--- config.mk ---
export PLATFORM = sky130hd
export DESIGN_NAME = cw_datapath
export DESIGN_NICKNAME = d
export VERILOG_FILES = /design/src/rtl/cwdp_pkg.sv /design/src/rtl/cwdp_cw_decode.sv /design/src/rtl/cwdp_regfile.sv /design/src/rtl/cwdp_func_unit.sv /design/src/rtl/cw_datapath.sv
export SDC_FILE = /design/constraint.sdc
export NUM_CORES = 1
export LEC_CHECK = 0
export BUFFER_PORTS_ARGS = -buffer_cell sky130_fd_sc_hd__buf_2
export CORE_ASPECT_RATIO = 2
export CORE_MARGIN = 2
export CORE_UTILIZATION = 25
export CTS_CLUSTER_SIZE = 8
export DETAILED_ROUTE_END_ITERATION = 7
export PLACE_DENSITY = 0.44
export SKIP_CTS_REPAIR_TIMING = 1
export SYNTH_ARGS = -nofsm -noshare
export SYNTH_HDL_FRONTEND = slang
export SYNTH_HIERARCHICAL = 1
export SYNTH_SLANG_ARGS = --single-unit
--- constraint.sdc ---
create_clock -name clk -period 7.18 [get_ports clk]
set_input_delay 0.718 -clock clk [delete_from_list [all_inputs] [get_ports clk]]
set_output_delay 0.718 -clock clk [all_outputs]
set_load 0.005 [all_outputs]
--- src/rtl/cwdp_pkg.sv ---
package cwdp_pkg;
   localparam int FS_W = 5;

   // Upper bits of the function code select the operation group
   typedef enum logic [1:0] {
      GRP_ARITH = 2'b00,
      GRP_LOGIC = 2'b01,
      GRP_BOPA  = 2'b10,
      GRP_BOPB  = 2'b11
   } fs_grp_e;

   typedef enum logic [1:0] {
      LOG_AND  = 2'b00,
      LOG_OR   = 2'b01,
      LOG_XOR  = 2'b10,
      LOG_NOTA = 2'b11
   } fs_logic_e;

   typedef enum logic [1:0] {
      BOP_PASS0 = 2'b00,
      BOP_SHR   = 2'b01,
      BOP_SHL   = 2'b10,
      BOP_PASS1 = 2'b11
   } fs_bop_e;

   function automatic int cw_width(input int aw);
      return 3 * aw + 8;
   endfunction
endpackage

--- src/rtl/cwdp_cw_decode.sv ---
module cwdp_cw_decode
   import cwdp_pkg::*;
#(
   parameter int ADDR_W = 3,
   localparam int CW_W  = cw_width(ADDR_W)
) (
   input  logic [CW_W-1:0]   ctrl_word,
   output logic [ADDR_W-1:0] dst_addr,
   output logic [ADDR_W-1:0] srca_addr,
   output logic [ADDR_W-1:0] srcb_addr,
   output logic              bsel_const,
   output logic [FS_W-1:0]   func_code,
   output logic              wb_ext,
   output logic              wr_en
);
   localparam int WE_LSB  = 0;
   localparam int WB_LSB  = WE_LSB + 1;
   localparam int FS_LSB  = WB_LSB + 1;
   localparam int BS_LSB  = FS_LSB + FS_W;
   localparam int SB_LSB  = BS_LSB + 1;
   localparam int SA_LSB  = SB_LSB + ADDR_W;
   localparam int DST_LSB = SA_LSB + ADDR_W;

   assign wr_en      = ctrl_word[WE_LSB];
   assign wb_ext     = ctrl_word[WB_LSB];
   assign func_code  = ctrl_word[FS_LSB +: FS_W];
   assign bsel_const = ctrl_word[BS_LSB];
   assign srcb_addr  = ctrl_word[SB_LSB +: ADDR_W];
   assign srca_addr  = ctrl_word[SA_LSB +: ADDR_W];
   assign dst_addr   = ctrl_word[DST_LSB +: ADDR_W];
endmodule

--- src/rtl/cwdp_regfile.sv ---
module cwdp_regfile #(
   parameter int NUM_REGS = 8,
   parameter int DATA_W   = 8,
   parameter int ADDR_W   = $clog2(NUM_REGS)
) (
   input  logic              clk,
   input  logic              rst_n,
   input  logic              we,
   input  logic [ADDR_W-1:0] waddr,
   input  logic [DATA_W-1:0] wdata,
   input  logic [ADDR_W-1:0] raddr_a,
   input  logic [ADDR_W-1:0] raddr_b,
   output logic [DATA_W-1:0] rdata_a,
   output logic [DATA_W-1:0] rdata_b
);
   logic [DATA_W-1:0] regs [NUM_REGS];

   generate
      if (NUM_REGS != (1 << ADDR_W)) begin : g_bad_depth
         $error("cwdp_regfile: NUM_REGS must equal 2**ADDR_W");
      end
      for (genvar i = 0; i < NUM_REGS; i++) begin : g_reg
         always_ff @(posedge clk or negedge rst_n) begin
            if (!rst_n)
               regs[i] <= DATA_W'(i);
            else if (we && (waddr == ADDR_W'(i)))
               regs[i] <= wdata;
         end
      end
   endgenerate

   assign rdata_a = regs[raddr_a];
   assign rdata_b = regs[raddr_b];
endmodule

--- src/rtl/cwdp_func_unit.sv ---
module cwdp_func_unit
   import cwdp_pkg::*;
#(
   parameter int DATA_W = 8
) (
   input  logic [FS_W-1:0]   func_code,
   input  logic [DATA_W-1:0] opa,
   input  logic [DATA_W-1:0] opb,
   output logic [DATA_W-1:0] g,
   output logic              cout,
   output logic              ovf,
   output logic              neg,
   output logic              zero
);
   logic [DATA_W-1:0] yop;
   logic [DATA_W:0]   full_sum;
   logic [DATA_W-1:0] low_sum;
   logic              cin;
   fs_grp_e           grp;

   assign grp = fs_grp_e'(func_code[4:3]);
   assign cin = func_code[0];

   always_comb begin
      unique case (func_code[2:1])
         2'b00:   yop = '0;
         2'b01:   yop = opb;
         2'b10:   yop = ~opb;
         default: yop = '1;
      endcase
      full_sum = {1'b0, opa} + {1'b0, yop} + {{DATA_W{1'b0}}, cin};
      low_sum  = {1'b0, opa[DATA_W-2:0]} + {1'b0, yop[DATA_W-2:0]}
               + {{(DATA_W-1){1'b0}}, cin};
   end

   always_comb begin
      cout = 1'b0;
      ovf  = 1'b0;
      g    = opb;
      if (grp == GRP_ARITH) begin
         g    = full_sum[DATA_W-1:0];
         cout = full_sum[DATA_W];
         ovf  = full_sum[DATA_W] ^ low_sum[DATA_W-1];
      end else if (grp == GRP_LOGIC) begin
         unique case (fs_logic_e'(func_code[2:1]))
            LOG_AND: g = opa & opb;
            LOG_OR:  g = opa | opb;
            LOG_XOR: g = opa ^ opb;
            default: g = ~opa;
         endcase
      end else begin
         unique case (fs_bop_e'(func_code[3:2]))
            BOP_SHR: g = {1'b0, opb[DATA_W-1:1]};
            BOP_SHL: g = {opb[DATA_W-2:0], 1'b0};
            default: g = opb;
         endcase
      end
   end

   assign neg  = g[DATA_W-1];
   assign zero = ~|g;
endmodule

--- src/rtl/cw_datapath.sv ---
module cw_datapath
   import cwdp_pkg::*;
#(
   parameter int NUM_REGS = 8,
   parameter int DATA_W   = 8,
   localparam int ADDR_W  = $clog2(NUM_REGS),
   localparam int CW_W    = cw_width(ADDR_W)
) (
   input  logic              clk,
   input  logic              rst_n,
   input  logic [CW_W-1:0]   ctrl_word,
   input  logic [DATA_W-1:0] const_in,
   input  logic [DATA_W-1:0] data_in,
   output logic [DATA_W-1:0] a_bus,
   output logic [DATA_W-1:0] b_bus,
   output logic [DATA_W-1:0] result,
   output logic              flag_v,
   output logic              flag_c,
   output logic              flag_n,
   output logic              flag_z
);
   generate
      if (DATA_W < 2) begin : g_bad_width
         $error("cw_datapath: DATA_W must be at least 2");
      end
      if (NUM_REGS < 2) begin : g_bad_regs
         $error("cw_datapath: NUM_REGS must be at least 2");
      end
   endgenerate

   logic [ADDR_W-1:0] dst_addr, srca_addr, srcb_addr;
   logic              bsel_const, wb_ext, wr_en;
   logic [FS_W-1:0]   func_code;
   logic [DATA_W-1:0] rd_b, wb_data;

   cwdp_cw_decode #(.ADDR_W(ADDR_W)) u_dec (
      .ctrl_word  (ctrl_word),
      .dst_addr   (dst_addr),
      .srca_addr  (srca_addr),
      .srcb_addr  (srcb_addr),
      .bsel_const (bsel_const),
      .func_code  (func_code),
      .wb_ext     (wb_ext),
      .wr_en      (wr_en)
   );

   cwdp_regfile #(.NUM_REGS(NUM_REGS), .DATA_W(DATA_W), .ADDR_W(ADDR_W)) u_rf (
      .clk     (clk),
      .rst_n   (rst_n),
      .we      (wr_en),
      .waddr   (dst_addr),
      .wdata   (wb_data),
      .raddr_a (srca_addr),
      .raddr_b (srcb_addr),
      .rdata_a (a_bus),
      .rdata_b (rd_b)
   );

   assign b_bus   = bsel_const ? const_in : rd_b;
   assign wb_data = wb_ext ? data_in : result;

   cwdp_func_unit #(.DATA_W(DATA_W)) u_fu (
      .func_code (func_code),
      .opa       (a_bus),
      .opb       (b_bus),
      .g         (result),
      .cout      (flag_c),
      .ovf       (flag_v),
      .neg       (flag_n),
      .zero      (flag_z)
   );
endmodule

* Word-level counts from Yosys, hierarchy flattened
Index checks and enable logic that the tools add are counted.
** Word-level totals
- Register bits after elaboration :: 64
- Input port bits :: 35
- Output and inout port bits :: 28
- Logic and storage cells :: 62
** Cells by class
- $add $sub $neg :: 4
- Magnitude comparators :: 2
- Equality and inequality tests :: 12
- Mux-type cells :: 15
- Bitwise logic cells :: 8
- Reductions and logical operators :: 13
** Operators by type and width (number)
- two-way mux 8 bit :: 8
- binary-select mux 8 bit (select 3 bit) :: 2
- case mux 8 bit (3 select lines) :: 2
- NOT 8 bit :: 2
- case mux 8 bit (2 select lines) :: 1
- == test 3 bit, second input constant :: 4
- adder 8 x 8 -> 9 bit :: 1
- adder 9 x 1 -> 9 bit :: 1
- adder 7 x 7 -> 8 bit :: 1
- adder 8 x 1 -> 8 bit :: 1
- bitwise AND 8 bit :: 1
- greater-or-equal comparator 4 bit, second input constant :: 2
- logical AND 1 bit :: 8
- NOT 3 -> 4 bit :: 2
- bitwise OR 8 bit :: 1
- OR reduction 8 bit :: 1
- XOR 8 bit :: 1
- == test 2 x 1 -> 1 bit, second input constant :: 3
- == test 3 x 2 -> 1 bit, second input constant :: 2
- == test 2 bit, second input constant :: 2
- zero test 2 bit :: 2
- == test 3 x 1 -> 1 bit, second input constant :: 1
- zero test 3 bit :: 1
- two-way mux 1 bit :: 2
- 2 further kinds :: 2

* Logic depth before layout (Yosys ltp)
Gate-level depths: netlist of run 1.
- Depth in word-level cells :: 12
- Depth in mapped cells :: 18
- Mapped depth without buffers :: 14

* Modules after synthesis
The synthesis of run 1 kept the hierarchy.
** Modules (own cells, without submodules)
- cwdp_regfile :: times used 1, cells an instance 201, area an instance 3558.4 µm², sequential area each 1616.6 µm²
- cwdp_func_unit :: times used 1, cells an instance 194, area an instance 1360.1 µm², sequential area each 0.0 µm²
- cw_datapath :: times used 1, cells an instance 18, area an instance 262.8 µm², sequential area each 0.0 µm²
- cwdp_cw_decode :: times used 1, cells an instance 17, area an instance 127.6 µm², sequential area each 0.0 µm²

* Least setup slack after synthesis of run 1
OpenSTA, ideal clock, no wires.
- Path type :: input to output
- Start point :: in ctrl_word[8]
- End point :: out flag_z
- Data arrival time :: 4.315 ns
- Slack :: 2.147 ns
- Cell stages on the path :: 15
- Buffers on the path :: 3
- Cell sequence :: buf_4 -> buf_6 -> buf_12 -> mux4_2 -> mux2_2 -> mux2_4 -> mux2i_1 -> fa_1 -> fa_1 -> nand2b_1 -> a21oi_1 -> xnor2_1 -> o211ai_1 -> or4b_1 -> nor4_2
** Between the ends
- Cells in the longest elaborated chain, start to end :: 12
- Elaborated cells between the ends (all ways) :: 18
- Those cells by class :: add/sub (2); mux (9); bitwise (5); reduce/logical (2)
** Ends and longest elaborated chain
- start: declaration :: RTL line cw_datapath.sv:11 : input logic [CW_W-1:0] ctrl_word,
- NOT 3 -> 4 bit (implied by the code) (*) :: RTL line cwdp_regfile.sv:33 : assign rdata_b = regs[raddr_b];
- binary-select mux 8 bit (select 3 bit) (*) :: RTL line cwdp_regfile.sv:33
- two-way mux 8 bit (implied by the code) (*) (2 in series) :: RTL line cwdp_regfile.sv:33
- named net rd_b[0] :: RTL line cw_datapath.sv:34 : logic [DATA_W-1:0] rd_b, wb_data;
- two-way mux 8 bit (*) :: RTL line cw_datapath.sv:59 : assign b_bus = bsel_const ? const_in : rd_b;
- named net b_bus[0] :: RTL line cw_datapath.sv:15 : output logic [DATA_W-1:0] b_bus,
- NOT 8 bit :: RTL line cwdp_func_unit.sv:28 : 2'b10: yop = ~opb;
- case mux 8 bit (3 select lines) (*) :: RTL line cwdp_func_unit.sv:25 : unique case (func_code[2:1])
- adder 8 x 8 -> 9 bit (*) :: RTL line cwdp_func_unit.sv:31 : full_sum = {1'b0, opa} + {1'b0, yop} + {{DATA_W{1'b0}}, cin};
- adder 9 x 1 -> 9 bit (*) :: RTL line cwdp_func_unit.sv:31
- two-way mux 8 bit (*) :: RTL line cwdp_func_unit.sv:40 : if (grp == GRP_ARITH) begin
- named net result[4] :: RTL line cw_datapath.sv:16 : output logic [DATA_W-1:0] result,
- OR reduction 8 bit (*) :: RTL line cwdp_func_unit.sv:61 : assign zero = ~|g;
- zero test 1 bit (*) :: RTL line cwdp_func_unit.sv:61
- end: declaration :: RTL line cw_datapath.sv:20 : output logic flag_z
Mark *: on every way through the listed nets, which the timed path passes. The rest lies on a longest branch. The select of a mux whose other input is x is not followed.

* Worst setup path in the final report of run 1
- Start point :: in ctrl_word[8]
- End point :: out flag_z
** Between the ends
- Cells in the longest elaborated chain, start to end :: 12
- Elaborated cells between the ends (all ways) :: 18
- Those cells by class :: add/sub (2); mux (9); bitwise (5); reduce/logical (2)
** Ends and longest elaborated chain (RTL line)
- NOT 3 -> 4 bit (implied by the code) (*) :: cwdp_regfile.sv:33
- binary-select mux 8 bit (select 3 bit) (*) :: cwdp_regfile.sv:33
- two-way mux 8 bit (implied by the code) (*) (2 in series) :: cwdp_regfile.sv:33
- named net rd_b[0] :: cw_datapath.sv:34
- two-way mux 8 bit (*) :: cw_datapath.sv:59
- NOT 8 bit :: cwdp_func_unit.sv:28
- case mux 8 bit (3 select lines) :: cwdp_func_unit.sv:25
- adder 8 x 8 -> 9 bit :: cwdp_func_unit.sv:31
- adder 9 x 1 -> 9 bit :: cwdp_func_unit.sv:31
- two-way mux 8 bit (*) :: cwdp_func_unit.sv:40
- OR reduction 8 bit (*) :: cwdp_func_unit.sv:61
- zero test 1 bit (*) :: cwdp_func_unit.sv:61
Marked as above.

==> impl_metrics.yaml, run 1 <==
route:
  drt-initial-drc-count: 145
  drt_pre_antenna_iters: 4
  vias: 3692
  ant_nets: 0
  wl_per_cell_um: 21.50
  viasPerCell: 5.023
  routed_wl_um: 15800
  drc: 0
synthesis:
  async_reset_ff_share_pct: 100.0
  ys_types: 55
  synth_edf_count: 0
  ys_top_cells_by_area: "dfrtp_1, mux2_2, mux4_1"
  synth_ff_type: "dfrtp_1"
  synth_most_common_cell: "mux2_2"
  syn_inst: 430
  synth_top_area_share_pct: 24.51
  yosysTopAreaCell: "dfrtp_1"
  ys_ff_latch: 64
  syn_nets: 492
  synthTopCellsByCount: "mux2_2, dfrtp_1, mux4_1"
  netlist_area_um2: 5309
  yosysWarnings: 6
  ys_seq_area_share_pct: 30.45
  avgSynthCellArea_um2: 12.35
critical_path:
  critPathArrivalTime_ps: 5020
  worstPathRequired_ps: 6460
  r2r_slack_ps: 2780
  slowest_delay_ps: 640
  crit_type: "primary input to output port"
  crit_chain: "buf_2 -> mux4_1 -> mux2_2 -> mux2_4 -> mux2i_1 -> fa_1 -> fa_1 -> xor2_1 -> nor2_1 -> o41a_1 -> a21oi_1 -> or4b_1 -> nor4_2 -> buf_2"
  critPathSlowestCell: "mux4_1"
  cp_max_fo: 16
  start_kind: "primary input"
  crit_path_end_kind: "output port"
clock_tree:
  clockRootBuffer: "clkbuf_16"
  cts_tree: "yes"
  cts.path.max_buffers: 2
  cts_buffers: 9
  clk_pin_slew_ps: 50
  htreeDepth: 3
  clk_latency_ps: 330
  clock_sinks: 64
grt:
  track_usage_pct: 14.34
  antenna_found_initial: 0
  grt-ovfl-total: 0
  grt_pass1_wl_um: 23580
  grt_pass1_vias: 4006
  grt_max_degree: 65
timing:
  final_critical_path_setup_slack_ps: 1445
  post-route-min-period_ps: 5735
  fmax_mhz: 174.4
  relSlewSlack_pct: 36.39
  period_share_pct: 79.88
  tightest_slew_ps: 952.7
  slew_violations: 0
  report.final.setup_viol: 0
  hold_violations: 0
  rsz0062_at_grt: "no"
  fin_skew_ps: 6.347
  fin_tns_setup_ps: 0
final_layout:
  final_area_um2: 6005
  largest_register: "u_rf/regs"
  largest_reg_flops: 64
  layout.nets: 523
  antenna_cells: 0
  syn_to_final_growth_pct: 13.10
  reg.largest.list: "u_rf/regs x64"
  drive_gt1_share_pct: 43.56
  instances_no_fill: 735
placement:
  placed_cells: 719
  place_hpwl_um: 12340
  place_worst_setup_slack_ps: 1431
  dpl-instance-area_um2: 5685
  portBuffers: 62
  place.gp.congestion: 0.8970
power_and_ir_drop:
  ir_drop_v: 0.0001053
  p_leak_nw: 2.662
  cellPowerDensity_nw_per_um2: 326.1
floorplan:
  num_rows: 75
  die_area_um2: 22490
  die_x_um: 107.0
  die_h_um: 210.1
  coreArea_um2: 20930
  start_util_pct: 25.37
  ios: 63
job:
  maxCapViolations: 0
run_status:
  status: "finished clean"
min_path:
  hold_path.class: "flip-flop to flip-flop"
[area by class of cell]
cell class | count | area, um^2
Clock buffer | 14 | 284.0
Clock inverter | 2 | 35.03
Fill cell | 2123 | 14920
Inverter | 28 | 105.1
Multi-Input combinational cell | 293 | 3294
Sequential cell | 64 | 1617
Tap cell | 269 | 336.6
Timing Repair Buffer | 65 | 332.8
[power by group]
| group | switching [mW] | internal [mW] |
|---|---|---|
| sequential | 0.0883 | 0.512 |
| clock | 0.148 | 0.306 |
| combinational | 0.439 | 0.465 |
| total | 0.675 | 1.28 |
[cell usage in the layout (no fill, tap or decap), types with 2 or more instances in the layout]
| cell | count |
|---|---|
| nand2_1 | 23 |
| nor3_1 | 3 |
| a21o_1 | 3 |
| clkbuf_16 | 9 |
| clkbuf_8 | 4 |
| nand4b_1 | 3 |
| a221o_1 | 3 |
| nand2b_1 | 4 |
| a22oi_1 | 2 |
| inv_1 | 27 |
| nand4_1 | 3 |
| dfrtp_1 | 52 |
| buf_2 | 62 |
| mux4_2 | 6 |
| a21boi_0 | 2 |
| o21a_1 | 2 |
| o211ai_1 | 6 |
| nor4bb_2 | 2 |
| dfstp_2 | 12 |
| ha_1 | 25 |
| nor2b_1 | 4 |
| or2_2 | 3 |
| a21oi_1 | 9 |
| xor2_1 | 2 |
| and2_1 | 2 |
| nand3_1 | 2 |
| mux2_2 | 80 |
| mux2_4 | 16 |
| mux2i_1 | 3 |
| mux4_1 | 30 |
| nor2_1 | 12 |
| o21ai_0 | 14 |
| o31ai_1 | 3 |
| and3_1 | 2 |
| a211oi_1 | 5 |
| fa_1 | 2 |
| buf_4 | 3 |
| a22o_1 | 2 |
[path summary, 6_finish.rpt]
kind | start | end | cells past startpoint
max | ctrl_word[8] | flag_z | 14
min | u_rf/regs[34] | u_rf/regs[34] | 1
max reg2reg | u_rf/regs[33] | u_rf/regs[23] | 14
min reg2reg | u_rf/regs[34] | u_rf/regs[34] | 1
max in group asynchronous | rst_n | u_rf/regs[31] | 2
min in group asynchronous | rst_n | u_rf/regs[37] | 2
[kinds of logic after synthesis]
family                   synth area share [%]
AO/OA/AOI/OAI                           7.495
AND/OR/NAND/NOR                         7.447
multiplexers                            39.45
adder cells (fa/ha/maj)                 6.646
buffers and inverters                   8.013
flip-flops                              30.45
XOR/XNOR                               0.4950
[routing by layer]
| layer | up-vias | global-route usage, % | wire length, um |
|---|---|---|---|
| li1 | 1681 | - | - |
| met1 | 1867 | 12.59 | 5137 |
| met2 | 108 | 29.42 | 9346 |
| met3 | 36 | 1.763 | 515 |
| met4 | 0 | 8.419 | 801 |
| met5 | - | 0 | 0 |
[critical path: cells and delay by family]
kind / cells / cell delay, ps
buffers and inverters: 2 / 570
adder cells (fa/ha/maj): 2 / 930
multiplexers: 4 / 1370
XOR/XNOR: 1 / 150
AO/OA/AOI/OAI: 2 / 590
AND/OR/NAND/NOR: 3 / 680
[per-stage QoR]
| stage | power, mW | utilization, % | hold slack, ps |
|---|---|---|---|
| floorplan | 1.237 | - | 422.4 |
| global placement | 1.488 | 27.17 | 496.0 |
| detailed placement | 1.510 | 27.17 | 504.1 |
| CTS | 1.976 | 28.69 | 515.3 |
| global route | 2.086 | 28.69 | 536.5 |
| finish | 1.958 | 28.69 | 510.2 |
No activity file was read; power rests on OpenSTA's default activity.
==> run 2: changes to the inputs <==
==> constraint.sdc (replaced) <==
create_clock -name clk -period 5.6 [get_ports clk]
set_input_delay 0.56 -clock clk [delete_from_list [all_inputs] [get_ports clk]]
set_output_delay 0.56 -clock clk [all_outputs]
set_load 0.005 [all_outputs]
==> run 2 against run 1 <==
Register-to-register slack worse by 1600 ps; clock power is 15% higher; cell count is 0.54% higher; global-route usage is 0.13 points higher; core utilization hardly changed; hold slack worse by 110 ps; setup slack worse by 1000 ps; largest cell class unchanged; first-iteration DRC count is 4.8% lower; combinational power is 28% higher; critical endpoint unchanged; via count is 0.49% higher; largest power group unchanged.
==> impl_metrics.yaml, run 2 (same netlist as run 1, synthesis figures left out) <==
run_status:
  status: "finished clean"
grt:
  track_usage_pct: 14.47
  grt-ovfl-total: 0
  grt_max_degree: 65
  grt_pass1_vias: 4047
  grt_pass1_wl_um: 23650
  antenna_found_initial: 0
final_layout:
  layout.nets: 527
  syn_to_final_growth_pct: 13.13
  final_area_um2: 6006
  antenna_cells: 0
  largest_register: "u_rf/regs"
  final_cell_mix: "mux2_2, buf_2, dfrtp_1, mux4_1, inv_1"
  layout_commonest_cell: "mux2_2"
  largest_reg_flops: 64
  drive_gt1_share_pct: 43.40
  reg.largest.list: "u_rf/regs x64"
critical_path:
  crit_type: "primary input to output port"
  r2r_end: "u_rf/regs[6]"
  crit_chain: "buf_2 -> mux4_1 -> mux2_2 -> mux2_4 -> mux2i_1 -> fa_1 -> fa_1 -> xor2_1 -> nor2_1 -> o41a_1 -> a21oi_1 -> or4b_1 -> nor4_2 -> buf_2"
  cp.depth: 14
  crit_path_end_kind: "output port"
  critPathSlowestCell: "mux4_1"
  reg2regPathDepth: 13
  cp-endpoint: "flag_z"
  crit_family: "multiplexers"
  path_buf_inv: 2
  r2r-start: "u_rf/regs[56]"
  cp_max_fo: 6
  worstPathRequired_ps: 5040
  critPathArrivalTime_ps: 4610
  slowest_delay_ps: 570
  start_kind: "primary input"
  critPathLaunch: "ctrl_word[8]"
  r2r_slack_ps: 1200
floorplan:
  num_rows: 75
  ios: 63
  die_x_um: 107.0
  coreArea_um2: 20930
  die_area_um2: 22490
  start_util_pct: 25.37
  die_h_um: 210.1
timing:
  fin_tns_setup_ps: 0
  final_critical_path_setup_slack_ps: 428.9
  slew_violations: 0
  relSlewSlack_pct: 38.42
  period_share_pct: 92.34
  fin_skew_ps: 7.367
  fmax_mhz: 193.4
  tightest_slew_ps: 922.4
  rsz0062_at_grt: "no"
  hold_violations: 0
  report.final.setup_viol: 0
  post-route-min-period_ps: 5171
placement:
  dpl-instance-area_um2: 5724
  portBuffers: 62
  place_hpwl_um: 12580
  place.gp.congestion: 0.9435
  place_worst_setup_slack_ps: 399.9
power_and_ir_drop:
  netSwitchingPower_mw: 0.8551
  sequentialPowerShare_pct: 31.1
  p_leak_nw: 2.668
  p_sw_share_pct: 34.96
  cellPowerDensity_nw_per_um2: 407.3
  p_int_mw: 1.591
  p_clk_share_pct: 21.3
  p_total_mw: 2.446
  ir_drop_v: 0.0001165
  p_comb_share_pct: 47.5
route:
  ant_nets: 0
  viasPerCell: 5.020
  drc: 0
  drt_pre_antenna_iters: 4
  vias: 3710
  routed_wl_um: 15730
  wl_per_cell_um: 21.28
  drt-initial-drc-count: 138
clock_tree:
  clockRootBuffer: "clkbuf_16"
  cts.path.max_buffers: 2
  htreeDepth: 3
  cts_tree: "yes"
  clk_pin_slew_ps: 50
  clock_sinks: 64
  clk_latency_ps: 330
  cts_buffers: 9
job:
  maxCapViolations: 0
min_path:
  hold_path.class: "primary input to async pin"
run 2: layer usage:
metal  up-vias  wire length [um]  GRT usage (%)
li1       1697                 -              -
met4         0              1158          11.15
met2       112              8991          28.15
met3        49               432          1.732
met5         -                 0              0
met1      1852              5147          12.95
run 2: power by group through the flow:
stage               logic (mW)  registers, mW  clock network (mW)
global placement          1.15          0.754                   0
finish                    1.16          0.762               0.521
global route              1.27          0.792               0.560
detailed placement        1.17          0.771                   0
floorplan                0.858          0.728                   0
CTS                       1.17          0.764               0.542
run 2: worst min-delay path by stage:
stage | start | end | slack [ps] | depth (start not counted)
after global routing | rst_n | u_rf/regs[45] | 460 | 2
after detailed placement | u_rf/regs[50] | u_rf/regs[50] | 510 | 1
after global placement | u_rf/regs[19] | u_rf/regs[19] | 490 | 1
after floorplan | rst_n | u_rf/regs[11] | 260 | 0
after CTS | rst_n | u_rf/regs[45] | 420 | 2
final | rst_n | u_rf/regs[45] | 400 | 2
run 2: area by class of cell:
class                   count  area (um^2)
flip-flops and latches     64         1617
fillers                  2096        14920
well taps                 269        336.6
inverters                  28        105.1
clock buffers              16        281.5
repair buffers             69        362.8
multi-input cells         293         3303
run 2: stage by stage:
stage          instances  hold WS (ps)  util, %
6_report             739         401.0    28.70
5_1_grt              739         459.5    28.70
4_1_cts              739         423.0    28.70
3_5_place_dp         723         507.2    27.35
3_3_place_gp         723         494.8    27.35
2_1_floorplan        430         264.4        -
==> run 3: changes to the inputs <==
--- a/config.mk
+++ b/config.mk
@@ -5,13 +5,15 @@
 export SDC_FILE = /design/constraint.sdc
 export NUM_CORES = 1
 export LEC_CHECK = 0
-export BUFFER_PORTS_ARGS = -buffer_cell sky130_fd_sc_hd__buf_2
+export CELL_PAD_IN_SITES_DETAIL_PLACEMENT = 2
+export CELL_PAD_IN_SITES_GLOBAL_PLACEMENT = 2
 export CORE_ASPECT_RATIO = 2
 export CORE_MARGIN = 2
 export CORE_UTILIZATION = 25
 export CTS_CLUSTER_SIZE = 8
 export DETAILED_ROUTE_END_ITERATION = 7
-export PLACE_DENSITY = 0.44
+export DONT_BUFFER_PORTS = 1
+export PLACE_DENSITY = 0.54
 export SKIP_CTS_REPAIR_TIMING = 1
 export SYNTH_ARGS = -nofsm -noshare
 export SYNTH_HDL_FRONTEND = slang
==> run 3 against run 2 <==
Die area is the same; critical path type is now flip-flop to output port; total power shrank 0.36%; first-iteration DRC count grew 4.3%; sequential share of layout area grew 1.5 points; largest cell class unchanged; final area shrank 5.1%; sequential cell count is the same; hold slack lost 330 ps; routed wire length grew 10%; sequential power grew 2%.
==> impl_metrics.yaml, run 3 (same netlist as run 1, synthesis figures left out) <==
timing:
  period_share_pct: 90.16
  hold_violations: 0
  tightest_slew_ps: 974.7
  rsz0062_at_grt: "no"
  post-route-min-period_ps: 5049
  fmax_mhz: 198.1
  fin_skew_ps: 4.468
  slew_violations: 0
  report.final.setup_viol: 0
  fin_tns_setup_ps: 0
  relSlewSlack_pct: 34.92
  final_critical_path_setup_slack_ps: 551.0
route:
  routed_wl_um: 17350
  drt-initial-drc-count: 144
  drc: 0
  vias: 3528
  wl_per_cell_um: 25.86
  ant_nets: 0
  viasPerCell: 5.258
  drt_pre_antenna_iters: 4
placement:
  place.gp.congestion: 0.8532
  portBuffers: 0
  place_worst_setup_slack_ps: 676.5
  place_hpwl_um: 13530
job:
  maxCapViolations: 0
final_layout:
  layout.nets: 459
  fillCellCount: 2197
  syn_to_final_growth_pct: 7.330
  drive_gt1_share_pct: 34.33
  largest_reg_flops: 64
  layout_commonest_cell: "mux2_2"
  largest_register: "u_rf/regs"
  final_core_util_pct: 27.23
  regArea_um2: 1617
  reg.largest.list: "u_rf/regs x64"
  antenna_cells: 0
  final_cell_mix: "mux2_2, dfrtp_1, mux4_1, inv_1, ha_1"
  multi_input_area_um2: 3312
clock_tree:
  cts_tree: "yes"
  clk_latency_ps: 330
  clk_pin_slew_ps: 50
  cts.path.max_buffers: 2
  clockRootBuffer: "clkbuf_16"
  clock_sinks: 64
  cts_buffers: 9
  htreeDepth: 3
grt:
  track_usage_pct: 16.11
  grt_pass1_wl_um: 26360
  met3_usage_pct: 2.443
  antenna_found_initial: 0
  use_met1_pct: 15.63
  use_met2_pct: 33.00
  grt_pass1_vias: 4032
  grt_max_degree: 65
  grt-busiest-layer: "met2"
  grt-ovfl-total: 0
run_status:
  status: "finished clean"
floorplan:
  coreArea_um2: 20930
  ios: 63
  die_area_um2: 22490
  die_x_um: 107.0
  die_h_um: 210.1
  num_rows: 75
  start_util_pct: 25.37
critical_path:
  start_kind: "flip-flop"
  critPathArrivalTime_ps: 4490
  crit_path_end_kind: "output port"
  cp_max_fo: 7
  crit_type: "flip-flop to output port"
  worstPathRequired_ps: 5040
power_and_ir_drop:
  ir_drop_v: 0.0001441
  cellPowerDensity_nw_per_um2: 427.8
  p_leak_nw: 2.413
min_path:
  hold_path.class: "primary input to async pin"
==> run 3: critical path: stages (launching register included) <==
cell,delay [ps]
dfrtp_1,390
mux4_1,510
mux2_2,280
mux2_4,330
nand2_1,80
a21boi_0,310
inv_1,80
ha_1,290
nor2b_1,130
o2111ai_1,470
a31oi_1,240
and4b_1,250
or3_1,520
nor4_2,300
==> run 3: report_power, final <==
group / switching (mW) / internal, mW
combinational: 0.539 / 0.551
clock: 0.199 / 0.367
sequential: 0.124 / 0.656
total: 0.862 / 1.58
==> run 3: path summary, 6_finish.rpt <==
check	from	to	slack, ps	cells past startpoint
max	u_rf/regs[49]	flag_z	550	13
min	rst_n	u_rf/regs[33]	70	0
max reg2reg	u_rf/regs[49]	u_rf/regs[15]	950	14
min reg2reg	u_rf/regs[58]	u_rf/regs[58]	520	1
max in group asynchronous	rst_n	u_rf/regs[63]	5260	1
min in group clk	u_rf/regs[58]	u_rf/regs[58]	520	1
==> run 3: cell type report <==
class | count | share of cell area (%)
multi-input cells | 293 | 58.12
flip-flops and latches | 64 | 28.37
well taps | 269 | 5.907
clock buffers | 13 | 4.567
inverters | 28 | 1.845
clock inverters | 3 | 0.7027
repair buffers | 1 | 0.4831
==> run 3: per-stage QoR <==
stage / cell area, um^2 / total power [mW] / hold WS [ps] / std cells
global placement: 5370 / 1.808 / 267.8 / 654
finish: 5698 / 2.437 / 71.00 / 671
CTS: 5670 / 2.466 / -91.86 / 670
floorplan: 5309 / 1.586 / 264.4 / 430
global route: 5698 / 2.609 / 58.86 / 671
detailed placement: 5370 / 1.883 / 267.7 / 654
==> run 3: routing by layer <==
metal / wire length (um) / vias to the layer above / part of all wire [%]
met4: 340 / 0 / 2.0
met1: 5971 / 1902 / 34
met5: 0 / - / 0
met3: 501 / 13 / 2.9
li1: - / 1556 / -
met2: 10540 / 57 / 61
